## src/rtl/xrs_pkg.sv

```systemverilog
package xrs_pkg;

  typedef enum logic {
    PH_PWRDN   = 1'b0,
    PH_DIGITAL = 1'b1
  } xrs_phase_e;

  // bits needed to hold the values 0..n
  function automatic int cnt_bits(input int n);
    return (n < 2) ? 1 : $clog2(n + 1);
  endfunction

  // a hold is complete once the counted ticks reach the minimum
  function automatic bit hold_met(input int unsigned ticks, input int unsigned min_ticks);
    return ticks >= min_ticks;
  endfunction

endpackage

```

## src/rtl/xrs_sync.sv

```systemverilog
module xrs_sync #(
  parameter int STAGES = 2,
  parameter int W      = 1
) (
  input  logic         clk,
  input  logic         rst_n,
  input  logic [W-1:0] d,
  output logic [W-1:0] q
);

  logic [STAGES-1:0][W-1:0] stg;

  if (STAGES > 1) begin : g_chain
    always_ff @(posedge clk or negedge rst_n) begin
      if (!rst_n) stg <= '0;
      else        stg <= {stg[STAGES-2:0], d};
    end
  end else begin : g_single
    always_ff @(posedge clk or negedge rst_n) begin
      if (!rst_n) stg <= '0;
      else        stg <= d;
    end
  end

  assign q = stg[STAGES-1];

endmodule

```

## src/rtl/xrs_timer.sv

```systemverilog
module xrs_timer #(
  parameter int CYCLES = 125000
) (
  input  logic clk,
  input  logic rst_n,
  input  logic load,
  input  logic run,
  output logic done
);
  import xrs_pkg::*;

  localparam int CW = cnt_bits(CYCLES);
  localparam logic [CW-1:0] START = CW'(CYCLES - 1);

  logic [CW-1:0] cnt;

  always_ff @(posedge clk or negedge rst_n) begin
    if (!rst_n)                  cnt <= START;
    else if (load)               cnt <= START;
    else if (run && cnt != '0)   cnt <= cnt - 1'b1;
  end

  assign done = (cnt == '0);

endmodule

```

## src/rtl/xrs_hold.sv

```systemverilog
module xrs_hold #(
  parameter int MIN_TICKS = 4
) (
  input  logic clk,
  input  logic rst_n,
  input  logic start,
  input  logic tick,
  input  logic allow,
  output logic rst_o
);
  import xrs_pkg::*;

  localparam int CW = cnt_bits(MIN_TICKS);

  logic [CW-1:0] ticks;
  logic          met;

  assign met = hold_met(int'(ticks), MIN_TICKS);

  always_ff @(posedge clk or negedge rst_n) begin
    if (!rst_n) begin
      rst_o <= 1'b1;
      ticks <= '0;
    end else if (start) begin
      rst_o <= 1'b1;
      ticks <= '0;
    end else if (rst_o) begin
      if (met && allow) rst_o <= 1'b0;
      else if (tick && !met) ticks <= ticks + 1'b1;
    end
  end

endmodule

```

## src/rtl/xcvr_rst_seq.sv

```systemverilog
module xcvr_rst_seq #(
  parameter int PD_CYCLES    = 125000,
  parameter int RX_MIN_TICKS = 4,
  parameter int TX_MIN_TICKS = 4,
  parameter int SYNC_STAGES  = 2,
  parameter bit EN_ANALOG_PD = 1'b1,
  parameter bit EN_RX_DIG    = 1'b1,
  parameter bit EN_TX_DIG    = 1'b1
) (
  input  logic clk,
  input  logic rst_n,
  input  logic pclk_tick,
  input  logic freq_lock_in,
  input  logic fifo_collide_in,
  input  logic restart_req,
  output logic rx_analog_pd,
  output logic rx_digital_rst,
  output logic tx_digital_rst,
  output logic chan_ready
);
  import xrs_pkg::*;

  xrs_phase_e phase;
  logic [1:0] sync_q;
  logic lock_s, col_s, col_s_d, col_rise;
  logic pd_active, pd_done;
  logic rx_rst_i, tx_rst_i, both_released;
  logic col_event, lock_loss, armed;
  logic start_rx, start_tx, allow_rx, allow_tx;

  xrs_sync #(.STAGES(SYNC_STAGES), .W(2)) u_sync (
    .clk(clk), .rst_n(rst_n),
    .d({fifo_collide_in, freq_lock_in}),
    .q(sync_q)
  );
  assign lock_s = sync_q[0];
  assign col_s  = sync_q[1];

  always_ff @(posedge clk or negedge rst_n) begin
    if (!rst_n) col_s_d <= 1'b0;
    else        col_s_d <= col_s;
  end
  assign col_rise = col_s && !col_s_d;

  xrs_timer #(.CYCLES(PD_CYCLES)) u_pd_timer (
    .clk(clk), .rst_n(rst_n),
    .load(restart_req),
    .run(pd_active),
    .done(pd_done)
  );

  always_ff @(posedge clk or negedge rst_n) begin
    if (!rst_n)                     phase <= PH_PWRDN;
    else if (restart_req)           phase <= PH_PWRDN;
    else if (pd_active && pd_done)  phase <= PH_DIGITAL;
  end

  assign pd_active     = (phase == PH_PWRDN);
  assign both_released = !rx_rst_i && !tx_rst_i;

  // named events for the checker
  assign col_event = col_rise && armed && !pd_active && !restart_req;
  assign lock_loss = !pd_active && !rx_rst_i && !lock_s;

  always_ff @(posedge clk or negedge rst_n) begin
    if (!rst_n)                           armed <= 1'b1;
    else if (col_event)                   armed <= 1'b0;
    else if (both_released && !pd_active) armed <= 1'b1;
  end

  assign start_rx = restart_req || pd_active || col_event || lock_loss;
  assign start_tx = restart_req || pd_active || col_event;
  assign allow_rx = !pd_active && lock_s;
  assign allow_tx = !pd_active;

  xrs_hold #(.MIN_TICKS(RX_MIN_TICKS)) u_rx_hold (
    .clk(clk), .rst_n(rst_n), .start(start_rx), .tick(pclk_tick),
    .allow(allow_rx), .rst_o(rx_rst_i)
  );

  xrs_hold #(.MIN_TICKS(TX_MIN_TICKS)) u_tx_hold (
    .clk(clk), .rst_n(rst_n), .start(start_tx), .tick(pclk_tick),
    .allow(allow_tx), .rst_o(tx_rst_i)
  );

  assign chan_ready = !pd_active && both_released && lock_s;

  if (EN_ANALOG_PD) begin : g_pd_on
    assign rx_analog_pd = pd_active;
  end else begin : g_pd_off
    assign rx_analog_pd = 1'b0;
  end

  if (EN_RX_DIG) begin : g_rx_on
    assign rx_digital_rst = rx_rst_i;
  end else begin : g_rx_off
    assign rx_digital_rst = 1'b0;
  end

  if (EN_TX_DIG) begin : g_tx_on
    assign tx_digital_rst = tx_rst_i;
  end else begin : g_tx_off
    assign tx_digital_rst = 1'b0;
  end

endmodule

```

## config.mk

```make
export PLATFORM = sky130hd
export DESIGN_NAME = xcvr_rst_seq
export DESIGN_NICKNAME = d
export VERILOG_FILES = /design/src/rtl/xrs_pkg.sv /design/src/rtl/xrs_sync.sv /design/src/rtl/xrs_timer.sv /design/src/rtl/xrs_hold.sv /design/src/rtl/xcvr_rst_seq.sv
export SDC_FILE = /design/constraint.sdc
export NUM_CORES = 1
export LEC_CHECK = 0
export ABC_AREA = 1
export BUFFER_PORTS_ARGS = -buffer_cell sky130_fd_sc_hd__clkbuf_2
export CAP_MARGIN = 20
export CORE_ASPECT_RATIO = 0.9
export CORE_MARGIN = 4
export CORE_UTILIZATION = 40
export CTS_BUF_LIST = sky130_fd_sc_hd__clkbuf_8
export DETAILED_ROUTE_END_ITERATION = 8
export PLACE_DENSITY_LB_ADDON = 0.3
export SLEW_MARGIN = 20
export SYNTH_ARGS = -nofsm -noshare
export SYNTH_HDL_FRONTEND = slang
export SYNTH_SLANG_ARGS = --single-unit
```

## constraint.sdc

```tcl
create_clock -name clk -period 4.6 [get_ports clk]
set_input_delay 0.23 -clock clk [delete_from_list [all_inputs] [get_ports clk]]
set_output_delay 0.23 -clock clk [all_outputs]
set_load 0.02 [all_outputs]
```

Yosys cells after proc, flatten, opt, wreduce, memory -nomap -nowiden --
Index checks and enable logic that the tools add are counted.
Cells by class: add/subtract/negate cells 3, bitwise logic cells 1, reductions and logical operators 37, eq/ne operators 2, mux-type cells 20, $lt $le $gt $ge 2
Operators by type and width (number):
- two-way mux 17 bit | 2
- two-way mux 3 bit | 8
- logical NOT 17 bit | 1
- nonzero test 17 bit | 1
- subtractor 17 x 1 -> 17 bit, second input constant | 1
- logical AND 1 bit | 16
- nonzero test 2 bit | 7
- two-way mux 1 bit | 10
- logical NOT 1 bit | 7
- adder 3 x 1 -> 3 bit, second input constant | 2
- greater-or-equal comparator 3 bit, second input constant | 2
- AND reduction 3 bit | 2
- inequality test 2 bit, second input constant | 2
- logical OR 1 bit | 3
- inverter 1 bit | 1
Word-level totals: bits in registers 32, output and inout bits 4, logic and storage cells 75

Depth between registers and ports, before layout --
depth in word-level cells 9, gate-level depth with buffers 9, depth with buffers taken out 9

Modules after synthesis --
A second synthesis with hierarchy kept.
Unflattened totals: cells, all modules 249, area total of the unflattened synthesis 1856.8 sq um
Modules (own cells, without submodules):
- xrs_timer | area an instance 1202.4 sq um, cells an instance 173, instances 1
- xrs_hold | area an instance 190.2 sq um, cells an instance 23, instances 2
- xcvr_rst_seq | area an instance 158.9 sq um, cells an instance 24, instances 1
- xrs_sync | area an instance 115.1 sq um, cells an instance 6, instances 1

Worst setup path after synthesis --
OpenSTA, ideal clock, no wires.
path kind register to register, from register u_pd_timer.cnt[0], to register u_pd_timer.cnt[3], period minus slack after synthesis 1.569 ns, cell stages (with the launch flop) 10, buffers on the path 1, library setup time 0.118 ns, slack 3.031 ns, arrival 1.451 ns, cells stage by stage dfstp_2 -> inv_1 -> ha_1 -> nand2_2 -> nor2_4 -> nand3_4 -> nand2_8 -> buf_12 -> nand2_1 -> o21ai_2
Between the ends: cells in the longest elaborated chain, start to end 3
RTL lines:
- start: declaration | line xrs_timer.sv:15 | logic [CW-1:0] cnt;
- start signal: assignment | line xrs_timer.sv:20 | else if (run && cnt != '0) cnt <= cnt - 1'b1;
- subtractor 17 x 1 -> 17 bit / nonzero test 17 bit (equally long branches) | line xrs_timer.sv:20
- two-way mux 17 bit / logical AND 1 bit (equally long branches) | line xrs_timer.sv:20
- two-way mux 17 bit / nonzero test 2 bit (equally long branches)
Parallel ways exist; a longest one is shown, timed or not. The select of a mux whose other input is x is not followed. A chain may end at the register's enable or synchronous reset.

Worst setup path in the final report --
from register u_pd_timer.cnt[0], to register u_pd_timer.cnt[1]
The elaborated chain is that of the path after synthesis.

==> impl_metrics.env <==
export IMPL_status="finished, violations left"
export IMPL_violations="hold timing"
export IMPL_place_congestion=0.7792
export IMPL_timing_final_hold_violations=1
export IMPL_top_layer="met4"
export IMPL_remaining_drc_errors=0
export IMPL_cp_end_kind="flop"
export IMPL_cts_root_buf="clkbuf_8"
export IMPL_synth_cells=227
export IMPL_std_cell_rows=22
export IMPL_wirelength_met1_um=1651
export IMPL_drtIter0Drc=82
export IMPL_fill_cells=445
export IMPL_vias=1422
export IMPL_power_leakage_nw=0.9419
export IMPL_cts_buffer_depth=2
export IMPL_num_io_pins=10
export IMPL_initial_utilization_pct=42.83
export IMPL_wl_met2_um=1467
export IMPL_netlist_area_leader_share_pct=27.57
export IMPL_worst_ep_required_time_ns=4.82
export IMPL_overflow=0
export IMPL_die_area_um2=5682
export IMPL_synth_cell_types=25
export IMPL_period_share_pct=38.29
export IMPL_grt_max_degree=33
export IMPL_critPathLaunchType="flop"
export IMPL_portBuffers=9
export IMPL_cts_sinks=32
export IMPL_hold_path_class="primary input to asynchronous set/reset pin"
export IMPL_die_h_um=71.92
export IMPL_grt_first_pass_wirelength_um=5989
export IMPL_setup_tns_ns=0
export IMPL_synth_cell_area_um2=1815
export IMPL_numCtsBuffers=5
export IMPL_antenna_found_initial=0
export IMPL_drv_slew=0
export IMPL_core_area_um2=4239
export IMPL_seq_area_frac_synth_pct=44.93
export IMPL_path_class="flop to flop"
export IMPL_rsz0062_at_grt="no"
export IMPL_fp_dieW_um=79.02
export IMPL_clk_pin_slew_ns=0.07
export IMPL_final_common_cell="nand2_1"
export IMPL_arrival_ns=1.98
export IMPL_placed_cells=293
export IMPL_routed_wl_met3_um=83
export IMPL_power_density_nw_per_um2=270.4
export IMPL_maxSlewHeadroom_pct=48.53
export IMPL_min_period_ns=1.761
export IMPL_max_freq_ghz=0.5678
export IMPL_cts_tree="done"
export IMPL_ys_ff_latch=32
export IMPL_maxCapViolations=0
export IMPL_crit_fanout=24
export IMPL_reg2reg_from="u_pd_timer.cnt[0]"
export IMPL_syn_nets=237
export IMPL_routed_wl_um=3278
export IMPL_peakVddDrop_v=0.0001599
export IMPL_hpwl_um=2465
export IMPL_final_cell_mix="nand2_1 (60), nor2_1 (32), inv_1 (27)"
export IMPL_holdWs_ns=-0.001344
export IMPL_n_antenna_cell=0
export IMPL_ys_warn_count=0
export IMPL_grt_usage_pct=13.23
export IMPL_avgRoutedWirePerCell_um=10.89
export IMPL_cts_max_level=2
export IMPL_stdcell_count=301
export IMPL_startpoint="u_pd_timer.cnt[0]"
export IMPL_drive_gt1_share_pct=22.41
export IMPL_post_cts_buffers=0
export IMPL_cts_hold_buf=0
export IMPL_finClkSkew_ns=0.003942
export IMPL_yosysTopAreaCell="dfrtp_1"
export IMPL_post_cts_resized=0
export IMPL_syn_area_per_cell_um2=7.998
export IMPL_drt_pass1_iter_count=4
export IMPL_clock_latency_ns=0.29
export IMPL_synth_area_leaders="dfrtp_1 (28%), dfstp_2 (17%), nand2_1 (12%)"
export IMPL_setup_viol=0
export IMPL_grt_pass1_vias=1390
export IMPL_viasPerCell=4.724
export IMPL_drtAntennaViolNets=0
export IMPL_nets=250
export IMPL_area_growth_pct=9.304
export IMPL_worst_pin_slew_ns=0.7721
[critical path, stage by stage (launching register included)]
cell	delay (ns)
dfstp_2	0.56
inv_1	0.10
ha_1	0.27
nand2_2	0.13
nor2_4	0.06
nand3_4	0.10
nand2_8	0.14
inv_2	0.19
nand2_1	0.07
o21ai_1	0.07
[through the flow]
stage                     total power [W]  instance area [um^2]  hold WS [ns]  worst slack [ns]  util, %
final                           0.0005366                  1984     -0.001344             2.839    46.81
after global routing            0.0005632                  1984       0.03259             2.698    46.81
after CTS                       0.0005455                  1984       0.02724             2.845    46.81
after detailed placement        0.0003225                  1892        0.3370             2.863    44.63
after global placement          0.0003221                  1892        0.3332             2.908    44.63
after floorplan                 0.0003104                  1815      -0.06559             3.031        -
[layer usage]
layer | vias up | GRT usage, %
met5 | - | 0
met4 | 0 | 6.298
met3 | 7 | 2.605
met2 | 13 | 21.40
met1 | 660 | 17.09
li1 | 742 | -
[sequential cells by signal (all words and copies together) (netlist names)]
register and flops:
u_rx_hold.ticks 3, armed 1, u_sync.stg 2, allow_tx 1, u_pd_timer.cnt 17, u_sync.q 2, u_tx_hold.rst_o 1, u_tx_hold.ticks 3
u_rx_hold.rst_o 1, col_s_d 1
[kinds of logic (layout without fill, tap and decap cells)]
| logic type | after synthesis | after routing | share of synthesized area [%] |
|---|---|---|---|
| XOR/XNOR | 1 | 1 | 0.4825 |
| AO/OA/AOI/OAI | 26 | 26 | 9.717 |
| adder cells (fa/ha/maj) | 4 | 4 | 2.757 |
| AND/OR/NAND/NOR | 133 | 133 | 33.91 |
| flip-flops | 32 | 32 | 44.93 |
| buffers and inverters | 31 | 45 | 8.201 |
[power breakdown]
group	switching [W]	internal, W	total (W)
clock	0.000113	0.000107	0.000220
combinational	0.0000176	0.00000683	0.0000244
sequential	0.00000353	0.000289	0.000293
total	0.000134	0.000403	0.000537
[worst paths after layout]
kind / to / slack, ns / cells after the start
min reg2reg: u_sync.q[0] / 0.35 / 0
min: u_tx_hold.ticks[0] / -0.001 / 1
max reg2reg: u_pd_timer.cnt[1] / 2.84 / 9
max: u_pd_timer.cnt[1] / 2.84 / 9
max in group asynchronous: u_pd_timer.cnt[10] / 4.11 / 1
min in group clk: u_sync.stg[1] / 0.04 / 1
[area by class of cell]
cell class	instances	area [um^2]	area share, %
Multi-Input combinational cell	164	850.8	42.88
Inverter	28	105.1	5.296
Clock inverter	3	23.77	1.198
Timing Repair Buffer	9	45.04	2.270
Tap cell	60	75.07	3.783
Clock buffer	5	68.82	3.468
Sequential cell	32	815.8	41.11
[cell usage after synthesis (all sizes together)]
| cell type | instances |
|---|---|
| or2 | 2 |
| nand4 | 1 |
| clkbuf | 1 |
| ha | 4 |
| buf | 2 |
| nand2 | 70 |
| o21ai | 16 |
| inv | 28 |
| nor2 | 34 |
| a211oi | 1 |
| dfrtp | 20 |
| a21oi | 5 |
| nand3 | 22 |
| dfstp | 12 |
| o21bai | 3 |
| xor2 | 1 |
| o31ai | 1 |
| nand3b | 4 |
(Power assumes the default switching activity.)
